### src/rtl/pwm_rep_pkg.sv
package pwm_rep_pkg;
  localparam logic [1:0] ADDR_CTRL   = 2'd0;
  localparam logic [1:0] ADDR_PERIOD = 2'd1;
  localparam logic [1:0] ADDR_CMP    = 2'd2;
  localparam logic [1:0] ADDR_REPEAT = 2'd3;

  localparam int CTRL_CMP_PE  = 0;
  localparam int CTRL_PER_PE  = 1;
  localparam int CTRL_UPD_DIS = 2;
  localparam int CTRL_W       = 3;

  localparam int SLOT_CMP = 0;
  localparam int SLOT_PER = 1;
  localparam int N_SLOTS  = 2;
endpackage

### src/rtl/pwm_shadow_reg.sv
module pwm_shadow_reg #(
  parameter int W = 8
) (
  input  logic         clk,
  input  logic         rst,
  input  logic         wr,
  input  logic [W-1:0] wr_data,
  input  logic         pe,
  input  logic         ue,
  output logic [W-1:0] act
);
  logic [W-1:0] buf_q;

  always_ff @(posedge clk) begin
    if (rst) begin
      buf_q <= '0;
      act   <= '0;
    end else begin
      if (wr) buf_q <= wr_data;
      if (ue)
        act <= wr ? wr_data : buf_q;
      else if (wr && !pe)
        act <= wr_data;
    end
  end
endmodule

### src/rtl/pwm_rep_regs.sv
module pwm_rep_regs
  import pwm_rep_pkg::*;
#(
  parameter int CNT_W = 8,
  parameter int REP_W = 4
) (
  input  logic             clk,
  input  logic             rst,
  input  logic             wr_en,
  input  logic [1:0]       wr_addr,
  input  logic [CNT_W-1:0] wr_data,
  input  logic             ue,
  output logic [CNT_W-1:0] cmp_act,
  output logic [CNT_W-1:0] per_act,
  output logic [REP_W-1:0] rep_val,
  output logic             cmp_pe,
  output logic             per_pe,
  output logic             upd_dis
);
  logic [CTRL_W-1:0] ctrl_q;
  logic [N_SLOTS-1:0] slot_wr;
  logic [N_SLOTS-1:0] slot_pe;
  logic [CNT_W-1:0]   slot_act [N_SLOTS];

  always_ff @(posedge clk) begin
    if (rst) begin
      ctrl_q  <= '0;
      rep_val <= '0;
    end else if (wr_en) begin
      if (wr_addr == ADDR_CTRL)   ctrl_q  <= wr_data[CTRL_W-1:0];
      if (wr_addr == ADDR_REPEAT) rep_val <= wr_data[REP_W-1:0];
    end
  end

  assign cmp_pe  = ctrl_q[CTRL_CMP_PE];
  assign per_pe  = ctrl_q[CTRL_PER_PE];
  assign upd_dis = ctrl_q[CTRL_UPD_DIS];

  assign slot_wr[SLOT_CMP] = wr_en && (wr_addr == ADDR_CMP);
  assign slot_wr[SLOT_PER] = wr_en && (wr_addr == ADDR_PERIOD);
  assign slot_pe[SLOT_CMP] = cmp_pe;
  assign slot_pe[SLOT_PER] = per_pe;

  for (genvar i = 0; i < N_SLOTS; i++) begin : g_slot
    pwm_shadow_reg #(.W(CNT_W)) u_slot (
      .clk     (clk),
      .rst     (rst),
      .wr      (slot_wr[i]),
      .wr_data (wr_data),
      .pe      (slot_pe[i]),
      .ue      (ue),
      .act     (slot_act[i])
    );
  end

  assign cmp_act = slot_act[SLOT_CMP];
  assign per_act = slot_act[SLOT_PER];
endmodule

### src/rtl/pwm_rep_timebase.sv
module pwm_rep_timebase #(
  parameter int CNT_W = 8,
  parameter int REP_W = 4
) (
  input  logic             clk,
  input  logic             rst,
  input  logic [CNT_W-1:0] per_act,
  input  logic [REP_W-1:0] rep_val,
  input  logic             upd_dis,
  output logic [CNT_W-1:0] cnt,
  output logic             ue
);
  localparam logic [CNT_W-1:0] CNT_ONE = {{(CNT_W-1){1'b0}}, 1'b1};
  localparam logic [REP_W-1:0] REP_ONE = {{(REP_W-1){1'b0}}, 1'b1};

  logic [REP_W-1:0] rep_cnt;
  logic             wrap;
  logic             rep_zero;

  assign wrap     = (cnt == per_act);
  assign rep_zero = (rep_cnt == '0);
  assign ue       = wrap && rep_zero && !upd_dis;

  always_ff @(posedge clk) begin
    if (rst) begin
      cnt     <= '0;
      rep_cnt <= '0;
    end else begin
      cnt <= wrap ? '0 : cnt + CNT_ONE;
      if (wrap) rep_cnt <= rep_zero ? rep_val : rep_cnt - REP_ONE;
    end
  end
endmodule

### src/rtl/pwm_rep_timer.sv
module pwm_rep_timer #(
  parameter int CNT_W = 8,
  parameter int REP_W = 4
) (
  input  logic             clk,
  input  logic             rst,
  input  logic             wr_en,
  input  logic [1:0]       wr_addr,
  input  logic [CNT_W-1:0] wr_data,
  output logic             pwm_out,
  output logic             upd_evt
);
  logic [CNT_W-1:0] cnt;
  logic [CNT_W-1:0] cmp_act;
  logic [CNT_W-1:0] per_act;
  logic [REP_W-1:0] rep_val;
  logic             cmp_pe;
  logic             per_pe;
  logic             upd_dis;
  logic             ue;

  pwm_rep_regs #(.CNT_W(CNT_W), .REP_W(REP_W)) u_regs (
    .clk     (clk),
    .rst     (rst),
    .wr_en   (wr_en),
    .wr_addr (wr_addr),
    .wr_data (wr_data),
    .ue      (ue),
    .cmp_act (cmp_act),
    .per_act (per_act),
    .rep_val (rep_val),
    .cmp_pe  (cmp_pe),
    .per_pe  (per_pe),
    .upd_dis (upd_dis)
  );

  pwm_rep_timebase #(.CNT_W(CNT_W), .REP_W(REP_W)) u_tb (
    .clk     (clk),
    .rst     (rst),
    .per_act (per_act),
    .rep_val (rep_val),
    .upd_dis (upd_dis),
    .cnt     (cnt),
    .ue      (ue)
  );

  always_ff @(posedge clk) begin
    if (rst) begin
      pwm_out <= 1'b0;
      upd_evt <= 1'b0;
    end else begin
      pwm_out <= (cnt < cmp_act);
      upd_evt <= ue;
    end
  end
endmodule

### config.mk
export PLATFORM = sky130hd
export DESIGN_NAME = pwm_rep_timer
export DESIGN_NICKNAME = d
export VERILOG_FILES = /design/src/rtl/pwm_rep_pkg.sv /design/src/rtl/pwm_shadow_reg.sv /design/src/rtl/pwm_rep_regs.sv /design/src/rtl/pwm_rep_timebase.sv /design/src/rtl/pwm_rep_timer.sv
export SDC_FILE = /design/constraint.sdc
export NUM_CORES = 1
export LEC_CHECK = 0
export ABC_CLOCK_PERIOD_IN_PS = 2800
export BUFFER_PORTS_ARGS = -buffer_cell sky130_fd_sc_hd__buf_2
export CAP_MARGIN = 20
export CORE_ASPECT_RATIO = 1.5
export CORE_MARGIN = 4
export CORE_UTILIZATION = 44
export CTS_CLUSTER_SIZE = 28
export DETAILED_ROUTE_END_ITERATION = 7
export GPL_TIMING_DRIVEN = 0
export HOLD_SLACK_MARGIN = 0.02
export PLACE_DENSITY = 0.6
export SLEW_MARGIN = 20
export SYNTH_ARGS = -nofsm -noshare
export SYNTH_HDL_FRONTEND = slang
export SYNTH_SLANG_ARGS = --single-unit
export TNS_END_PERCENT = 10
### constraint.sdc
create_clock -name clk -period 2.8 [get_ports clk]
set_input_delay 0.28 -clock clk [delete_from_list [all_inputs] [get_ports clk]]
set_output_delay 0.28 -clock clk [all_outputs]
set_load 0.02 [all_outputs]
==> metrics.md, run 1 <==
| Metric | Value |
|---|---|
| Status | complete, no violations |
| Worst Path Max Fanout | 10 |
| Placed cell count | 353 |
| Die Wd | 70.1 um |
| Vias in the first global route | 1883 |
| First-pass GRT wire length | 9590 um |
| Port bufs | 13 |
| Worst path max stage delay | 0.51 ns |
| Flops & latches, synth | 53 |
| Final WL | 5580 um |
| Setup-failing EPs final | 0 |
| Layout Cells excl Fill | 361 |
| RSZ-0062 raised after global routing | false |
| Setup TNS | 0 ns |
| Synth warnings | 0 |
| Largest net degree at the start of global routing | 16 |
| Fin. max-slew vios | 0 |
| P per Cell Area | 875 nW/um2 |
| CTS-repair resized insts | 0 |
| GRT Total Usage | 17.1% |
| Mapped Cells | 270 |
| Post-CTS Setup Bufs | 0 |
| Area growth syn-to-layout | 9.28% |
| CP Data Required Time | 3.00 ns |
| Clk Latency, worst-skew pair | 0.31 ns |
| DRC | 0 |
| Post-synth top area share | 41.7% |
| DRC violation total after the first TritonRoute iteration | 60 |
| Leakage | 0.00118 uW |
| EDFF count, synth | 0 |
| DPL Wire Length | 4080 um |
| Antenna Cells | 0 |
| Final worst-path cycle share | 67.5% |
| Yosys top cell by area | dfxtp_1 |
| Routed vias/inst | 5.21 |
| CTS tree | yes |
| Synth cell types | 37 |
| Max Buffers Root-to-Sink | 2 |
| Final setup skew | 0.00354 ns |
| Die area | 7100 um2 |
| Max-Cap Viols | 0 |
| Slew HR | 59.9% |
| Startpoint Class | register |
| Synth top area cells | dfxtp_1 42%, mux2i_1 9.8%, mux2_4 5.3% |
| Vias | 1880 |
| Initial antenna violation count | 0 |
| NumNets Final | 312 |
| Post-CTS Hold Buffers | 0 |
| GPL Wtd Cong | 0.768 |
| Mean routed wirelength per cell | 15.5 um |
| Async set-reset flop share out of synthesis | 0% |
| Worst-path cell chain | xnor2_1, and4_1, buf_4, nand4b_4, buf_6, mux2_4 |
| Final instance area | 2780 um2 |
| Share of layout cells above drive strength 1 | 15.1% |
| Placeable Area | 5530 um2 |
| Clock period minus worst slack | 1.89 ns |
| Initial Util | 46.0% |
| 1st-pass router iterations | 4 |
| # IOs | 15 |
| Maximum vdd ir drop | 0.704 mV |
| H-tree depth | 2 |
| Hold Path Class | in -> reg |
| Clock-pin slew on the worst setup and hold paths | 0.09 ns |
| Total nets after synthesis | 292 |
| FMAX | 529 MHz |
| Sequential share of the synthesized area | 41.7% |
| WP data arrival | 2.09 ns |
| Placed Instance Area | 2700 um2 |
| Slew at the pin closest to its max-slew limit | 0.602 ns |
| Syn Std Cell Area | 2550 um2 |
| Critical path's slowest cell | dfxtp_1 |
| CP Class | reg -> reg |
| Endpoints failing hold | 0 |
| Cts bufs inserted | 5 |
| GR Overflow Total | 0 |
| Main flop type after synthesis | dfxtp_1 |
| Die Span Y | 101 um |
| Worst setup EP type | register |
| Rows | 33 |
| CTS sink count | 53 |
| Syn Area/Cell | 9.43 um2 |
| Root Buffer | clkbuf_8 |
| Final ANT Viol Nets | 0 |
worst max-delay path: cells and delay by family (launching register included):
| kind | cells | cell delay [ns] |
|---|---|---|
| simple gates | 2 | 0.41 |
| xor+xnor | 1 | 0.18 |
| mux | 1 | 0.30 |
| flops | 1 | 0.51 |
| buf+inv | 2 | 0.38 |
cell usage in the layout (no fill, tap or decap), types with 3 or more instances in the layout:
cell type,count
inv_1,11
clkbuf_1,11
xor2_1,5
dfxtp_1,53
mux2i_1,25
mux2_2,7
buf_2,17
nand4_1,3
clkbuf_8,5
xnor2_1,9
ha_1,9
mux2_4,9
nand3_1,9
nor3_1,10
a21oi_1,18
o21ai_0,18
nand2_1,16
nor2_1,27
logic make-up after synthesis:
logic type	share of synthesized area [%]
AND/OR/NAND/NOR	16.2
flip-flops	41.7
AO/OA/AOI/OAI	9.82
multiplexers	18.2
buffers and inverters	4.91
XOR/XNOR	4.81
adder cells (fa/ha/maj)	4.42
cells in the mapped netlist (all sizes together) (5+ instances only):
library cell / instances
dfxtp: 53
nor2: 27
mux2i: 25
a21oi: 18
o21ai: 18
mux2: 16
nand2: 16
inv: 11
nor3: 10
clkbuf: 9
ha: 9
nand3: 9
xnor2: 9
buf: 8
xor2: 5
flip-flops by register name (all words and copies together), names as in the netlist:
register,count
u_regs.rep_val,4
u_regs.g_slot.u_slot.buf_q,16
u_regs.ctrl_q,3
u_tb.rep_cnt,4
upd_evt,1
pwm_out,1
u_tb.cnt,8
u_regs.g_slot.u_slot.act,16
worst paths after layout:
check | depth (start not counted) | slack (ns) | to | from
max reg2reg | 6 | 0.91 | u_regs.g_slot[0].u_slot.act[5] | u_tb.cnt[2]
min reg2reg | 2 | 0.50 | u_tb.rep_cnt[1] | u_tb.rep_cnt[1]
max | 6 | 0.91 | u_regs.g_slot[0].u_slot.act[5] | u_tb.cnt[2]
min | 3 | 0.30 | u_regs.g_slot[1].u_slot.buf_q[5] | wr_data[5]
metal layers:
metal	wire [um]	up-vias	global-route usage [%]	part of all wire [%]
met5	0	-	0	0
met4	94	0	6.19	1.7
met3	93	7	2.98	1.7
met2	2780	13	30.4	50
met1	2620	879	20.8	47
li1	-	981	-	-
final cells by class:
class                           instances  area (um2)
Clock inverter                          1        7.51
Clock buffer                            7        76.3
Buffer                                 17        83.8
Tap cell                               70        87.6
Sequential cell                        53        1060
Multi-Input combinational cell        189        1360
Inverter                               11        41.3
Fill cell                             552        2750
Timing Repair Buffer                   13        65.1
power breakdown:
part           total [uW]  switching [uW]  internal [uW]
clock network         423             245            177
registers             947            83.2            864
logic                1060             576            489
total                2430             904           1530
metrics by stage:
step / utilization, % / hold slack, ns / total power [uW] / worst slack, ns
after floorplan: - / 0.424 / 1800 / 1.17
final: 50.3 / 0.301 / 2430 / 0.910
after CTS: 50.3 / 0.297 / 2470 / 0.878
after global placement: 48.8 / 0.480 / 2040 / 0.907
after global routing: 50.3 / 0.310 / 2600 / 0.767
after detailed placement: 48.8 / 0.493 / 2050 / 0.885
Power figures use the tool's default switching activity.
==> run 2: changes to the inputs <==
Settings changed: ABC_AREA from default to 1, ABC_CLOCK_PERIOD_IN_PS 2800 to 1700, PLACE_DENSITY 0.6 to 0.62.
Clock period 2.8 ns to 1.7 ns, I/O delays scaled along.
==> metrics.md, run 2 <==
| Metric | Value |
|---|---|
| Flops & latches, synth | 53 |
| Setup-failing EPs final | 0 |
| Largest regs | u_regs.g_slot.u_slot.act x16, u_regs.g_slot.u_slot.buf_q x16, u_tb.cnt x8 |
| Area growth syn-to-layout | 13.8% |
| WP data arrival | 1.86 ns |
| Filler cell count | 648 |
| Yosys top cell by area | dfxtp_1 |
| Final setup skew | 0.0150 ns |
| Clock-pin slew on the worst setup and hold paths | 0.10 ns |
| Initial Util | 45.3% |
| Maximum vdd ir drop | 0.795 mV |
| Synth warnings | 0 |
| Synth cell types | 31 |
| Most frequent cells in the layout | 78 x inv_1, 68 x nand3_1, 61 x nand2_1, 50 x dfxtp_1, 32 x nor2_1 |
| Most common cell after layout, fill and taps aside | inv_1 |
| NumNets Final | 440 |
| 1st-pass router iterations | 5 |
| H-tree depth | 2 |
| Final core occ | 51.6% |
| Endpoints failing hold | 0 |
| Pre-CTS setup slack | 0.00825 ns |
| Mean routed wirelength per cell | 13.2 um |
| DPL Wire Length | 4640 um |
| Min setup slack post-route | 0.0415 ns |
| Sw frac | 40.9% |
| Vias | 2416 |
| Startpoint Class | register |
| Synth top area cells | dfxtp_1 38%, nand3_1 12%, inv_1 11% |
| Clock power share | 17.7% |
| DRC violation total after the first TritonRoute iteration | 105 |
| Register area | 1060 um2 |
| Port bufs | 14 |
| Sw Pwr | 2080 uW |
| GR Overflow Total | 0 |
| Worst setup EP type | register |
| Syn Std Cell Area | 2780 um2 |
| Routed vias/inst | 4.90 |
| Slew HR | 55.6% |
| Combinational power share | 51.4% |
| Total nets after synthesis | 411 |
| Async set-reset flop share out of synthesis | 0% |
| GRT Total Usage | 17.5% |
| GPL Wtd Cong | 0.860 |
| Clk Latency, worst-skew pair | 0.31 ns |
| Post-synth top cells | 80 x inv_1, 68 x nand3_1, 61 x nand2_1, 53 x dfxtp_1, 32 x nor2_1 |
| Vias in the first global route | 2371 |
| # IOs | 15 |
| P per Cell Area | 1610 nW/um2 |
| Cts bufs inserted | 5 |
| CTS tree | yes |
| First-pass GRT wire length | 10600 um |
| Final ANT Viol Nets | 0 |
| DRC | 0 |
| Final WL | 6520 um |
| Max-Cap Viols | 0 |
| Flop pwr share | 30.9% |
| Post-synth top area share | 38.2% |
| Worst Path Max Fanout | 5 |
| Fin. max-slew vios | 0 |
| Mapped Cells | 389 |
| Die Wd | 72.9 um |
| Largest net degree at the start of global routing | 16 |
| Max Buffers Root-to-Sink | 2 |
| Hold Path Class | in -> reg |
| Rows | 35 |
| CP Class | reg -> reg |
| Placed cell count | 477 |
| FMAX | 603 MHz |
| Post-CTS Hold Buffers | 0 |
| CTS sink count | 53 |
| Setup TNS | 0 ns |
| Layout Cells excl Fill | 493 |
| Status | complete, no violations |
| Initial antenna violation count | 0 |
| P_int | 3000 uW |
| Die area | 7670 um2 |
| Count leader, synth | inv_1 |
| Die Span Y | 105 um |
| Sequential share of the synthesized area | 38.2% |
| Syn Area/Cell | 7.14 um2 |
| Antenna Cells | 0 |
| Main flop type after synthesis | dfxtp_1 |
| EDFF count, synth | 0 |
| Multi-input logic area | 1350 um2 |
| Root Buffer | clkbuf_8 |
| Share of layout cells above drive strength 1 | 14.1% |
| Placeable Area | 6130 um2 |
| Clock period minus worst slack | 1.66 ns |
| CP Data Required Time | 1.91 ns |
| Final worst-path cycle share | 97.6% |
| Slew at the pin closest to its max-slew limit | 0.667 ns |
| Leakage | 0.00153 uW |
==> run 2: changes by cell type in the layout (fill, tap and decap cells not counted), sizes merged, moves of 8 or more <==
| cell | delta |
|---|---|
| inv | +69 |
| nand3 | +63 |
| nand2 | +48 |
| mux2i | -25 |
| mux2 | -16 |
| o21a | +15 |
| nor2 | +13 |
| buf | +8 |
==> run 2: final timing paths <==
| kind | from | to | slack (ns) | cells past startpoint |
|---|---|---|---|---|
| max | u_tb.rep_cnt[0] | u_regs.g_slot[0].u_slot.act[3] | 0.04 | 12 |
| min | rst | pwm_out | 0.10 | 3 |
| max reg2reg | u_tb.rep_cnt[0] | u_regs.g_slot[0].u_slot.act[3] | 0.04 | 12 |
| min reg2reg | u_regs.rep_val[0] | u_regs.rep_val[0] | 0.46 | 2 |
==> run 2: cell families after synthesis <==
| family | after synthesis | synth area share, % |
|---|---|---|
| buffers and inverters | 92 | 14.0 |
| xor gates and xnor gates | 7 | 2.21 |
| adders and majority gates | 9 | 4.06 |
| and+or+nand+nor | 183 | 31.5 |
| DFF | 53 | 38.2 |
| AOI/OAI and AO/OA | 45 | 9.96 |
==> run 2: routing by layer <==
metal  vias to the layer above  global-route usage (%)  routed length, um
met2                        43                    32.6               3450
li1                       1287                       -                  -
met3                        18                    2.48                188
met1                      1068                    19.2               2690
met5                         -                       0                  0
met4                         0                    6.73                184
==> run 2: what timing repair did <==
action,in CTS,in global routing
setup buffers,2,2
setup endpoints to repair,4,16
pin swaps,2,3
resized for setup,0,12
gates cloned,0,4
hold endpoints to repair,0,0
==> run 2: layout make-up <==
class,instances,share of cell area [%]
clock inverter,1,0.950
multi-input combinational,245,42.8
clock buffer,7,2.73
tap,74,2.93
sequential,53,33.7
inverter,80,9.50
buffer,12,2.93
timing repair buffer,21,4.43
==> run 2: critical path: stages (launching register included) <==
cell and delay (ns):
dfxtp_2 0.34, inv_2 0.09, ha_4 0.14, inv_2 0.04, nor2_4 0.11, nand2_4 0.09, nor2_8 0.16, nand3_4 0.14
buf_4 0.20, nand3_1 0.07, nand3_1 0.06, nand2_1 0.07, inv_1 0.04
==> run 2: through the flow <==
| step | area (um2) | hold slack (ns) | power, uW |
|---|---|---|---|
| global placement | 2940 | 0.438 | 3700 |
| floorplan | 2780 | 0.318 | 3240 |
| CTS | 3070 | 0.101 | 4700 |
| finish | 3160 | 0.101 | 5080 |
| global route | 3160 | 0.111 | 5420 |
| detailed placement | 2940 | 0.441 | 3740 |
==> run 2: power groups by stage <==
stage | Sequential, uW | Combinational, uW | Clock, uW
CTS | 1570 | 2210 | 922
global route | 1590 | 2880 | 948
detailed placement | 1590 | 2140 | 0
global placement | 1590 | 2110 | 0
finish | 1570 | 2610 | 896
floorplan | 1570 | 1660 | 0
==> run 3: changes to the inputs <==
Settings changed: RECOVER_POWER from default to 25.
==> metrics.md, run 3 (synthesis gave the netlist of run 2 again) <==
| Metric | Value |
|---|---|
| Die Span Y | 105 um |
| Max Buffers Root-to-Sink | 2 |
| Vias | 2421 |
| Sw frac | 41.0% |
| Cts bufs inserted | 5 |
| Max-Cap Viols | 0 |
| Endpoints failing hold | 0 |
| GPL Wtd Cong | 0.860 |
| DRC | 0 |
| # IOs | 15 |
| Clock power share | 17.6% |
| Worst R2R Setup Slack | 0.06 ns |
| Root Buffer | clkbuf_8 |
| Worst reg2reg path endpoint | u_regs.g_slot[0].u_slot.act[3] |
| 1st-pass router iterations | 4 |
| Placed cell count | 477 |
| Flop pwr share | 30.9% |
| GRT Total Usage | 17.5% |
| Routed vias/inst | 4.91 |
| Slew HR | 55.6% |
| Final instance area | 3150 um2 |
| Setup-failing EPs final | 0 |
| Worst setup EP type | register |
| CP Data Required Time | 1.91 ns |
| Combinational power share | 51.4% |
| CTS tree | yes |
| Largest regs | u_regs.g_slot.u_slot.act x16, u_regs.g_slot.u_slot.buf_q x16, u_tb.cnt x8 |
| Most frequent cells in the layout | 78 x inv_1, 69 x nand3_1, 61 x nand2_1, 50 x dfxtp_1, 32 x nor2_1 |
| NumNets Final | 440 |
| Worst R2R Path Depth | 12 |
| Largest net degree at the start of global routing | 16 |
| Clock-pin slew on the worst setup and hold paths | 0.10 ns |
| Hold slack final | 0.101 ns |
| Die Wd | 72.9 um |
| P per Cell Area | 1610 nW/um2 |
| CP Class | reg -> reg |
| Share of layout cells above drive strength 1 | 12.6% |
| Leakage | 0.00151 uW |
| Port bufs | 14 |
| First-pass GRT wire length | 10600 um |
| P_int | 3000 uW |
| Final worst-path cycle share | 96.5% |
| H-tree depth | 2 |
| Worst Path Max Fanout | 5 |
| Placeable Area | 6130 um2 |
| Slew at the pin closest to its max-slew limit | 0.667 ns |
| FMAX | 609 MHz |
| Initial Util | 45.3% |
| Mean routed wirelength per cell | 13.2 um |
| Final core occ | 51.3% |
| Rows | 35 |
| CTS sink count | 53 |
| Clk Latency, worst-skew pair | 0.31 ns |
| Final ANT Viol Nets | 0 |
| Clock period minus worst slack | 1.64 ns |
| Status | complete, no violations |
| Layout Cells excl Fill | 493 |
| WP data arrival | 1.85 ns |
| Maximum vdd ir drop | 0.789 mV |
| Final WL | 6500 um |
| Most common cell after layout, fill and taps aside | inv_1 |
| CP Launch Point | u_tb.rep_cnt[0] |
| Initial antenna violation count | 0 |
| GR Overflow Total | 0 |
| Die area | 7670 um2 |
| Area growth syn-to-layout | 13.3% |
| Antenna Cells | 0 |
| Critical path capture point | u_regs.g_slot[0].u_slot.act[3] |
| Hold Path Class | in -> reg |
| Vias in the first global route | 2371 |
| DRC violation total after the first TritonRoute iteration | 107 |
| Placed Instance Area | 2940 um2 |
| Fin. max-slew vios | 0 |
| Worst flop-to-flop path startpoint | u_tb.rep_cnt[0] |
| DPL Wire Length | 4640 um |
| Sw Pwr | 2080 uW |
| Filler cell count | 652 |
| Startpoint Class | register |
| Final setup skew | 0.0157 ns |
## run 3: cell count changes in the layout (fill, tap and decap cells not counted), sizes merged
cell / change
buf: -5
clkbuf: +5
## run 3: metrics by stage
step           worst slack, ns  setup TNS (ns)  total power [uW]
3_5_place_dp           0.00825               0              3740
4_1_cts                0.00983               0              4700
6_report                0.0591               0              5080
2_1_floorplan            0.213               0              3240
3_3_place_gp           0.00914               0              3700
5_1_grt                -0.0327          -0.374              5410
## run 3: power by group through the flow
| stage | Sequential (uW) | Combinational, uW | Clock [uW] |
|---|---|---|---|
| after floorplan | 1570 | 1660 | 0 |
| after CTS | 1570 | 2210 | 922 |
| after global routing | 1600 | 2870 | 948 |
| after global placement | 1590 | 2110 | 0 |
| final | 1570 | 2610 | 895 |
| after detailed placement | 1590 | 2140 | 0 |
## run 3: layout make-up
type	count	area [um2]	area share (%)
Clock buffer	7	86.3	2.74
Tap cell	74	92.6	2.94
Sequential cell	53	1060	33.8
Timing Repair Buffer	21	135	4.29
Buffer	12	88.8	2.82
Clock inverter	1	30.0	0.954
Multi-Input combinational cell	245	1350	42.9
Inverter	80	300	9.54
## run 3: worst max-delay path: stages (launching register included)
cell and delay, ns:
dfxtp_2 0.34, inv_2 0.09, ha_4 0.14, inv_2 0.04
nor2_4 0.11, nand2_4 0.09, nor2_8 0.16, nand3_4 0.14
buf_4 0.20, nand3_1 0.06, nand3_1 0.06, nand2_1 0.06
inv_1 0.04
## run 3: layer usage
metal	part of all wire (%)	GRT usage, %	up-vias
met3	2.3	2.48	16
met4	2.5	6.73	0
li1	-	-	1287
met2	54	32.6	36
met5	0	0	-
met1	42	19.2	1082
## run 3: worst min-delay path by stage
stage,from,to,slack (ns),cells after the start
2_1_floorplan,rst,pwm_out,0.32,2
3_3_place_gp,rst,pwm_out,0.44,3
3_5_place_dp,rst,pwm_out,0.44,3
4_1_cts,rst,pwm_out,0.10,3
5_1_grt,rst,pwm_out,0.11,3
6_report,rst,pwm_out,0.10,3
## run 3: repair_timing
action / CTS / global route
cloned: 0 / 4
hold buffers: 0 / 0
setup buffers: 2 / 2
resized for setup: 0 / 12
pin swaps: 2 / 3
endpoints found under the setup margin: 4 / 16
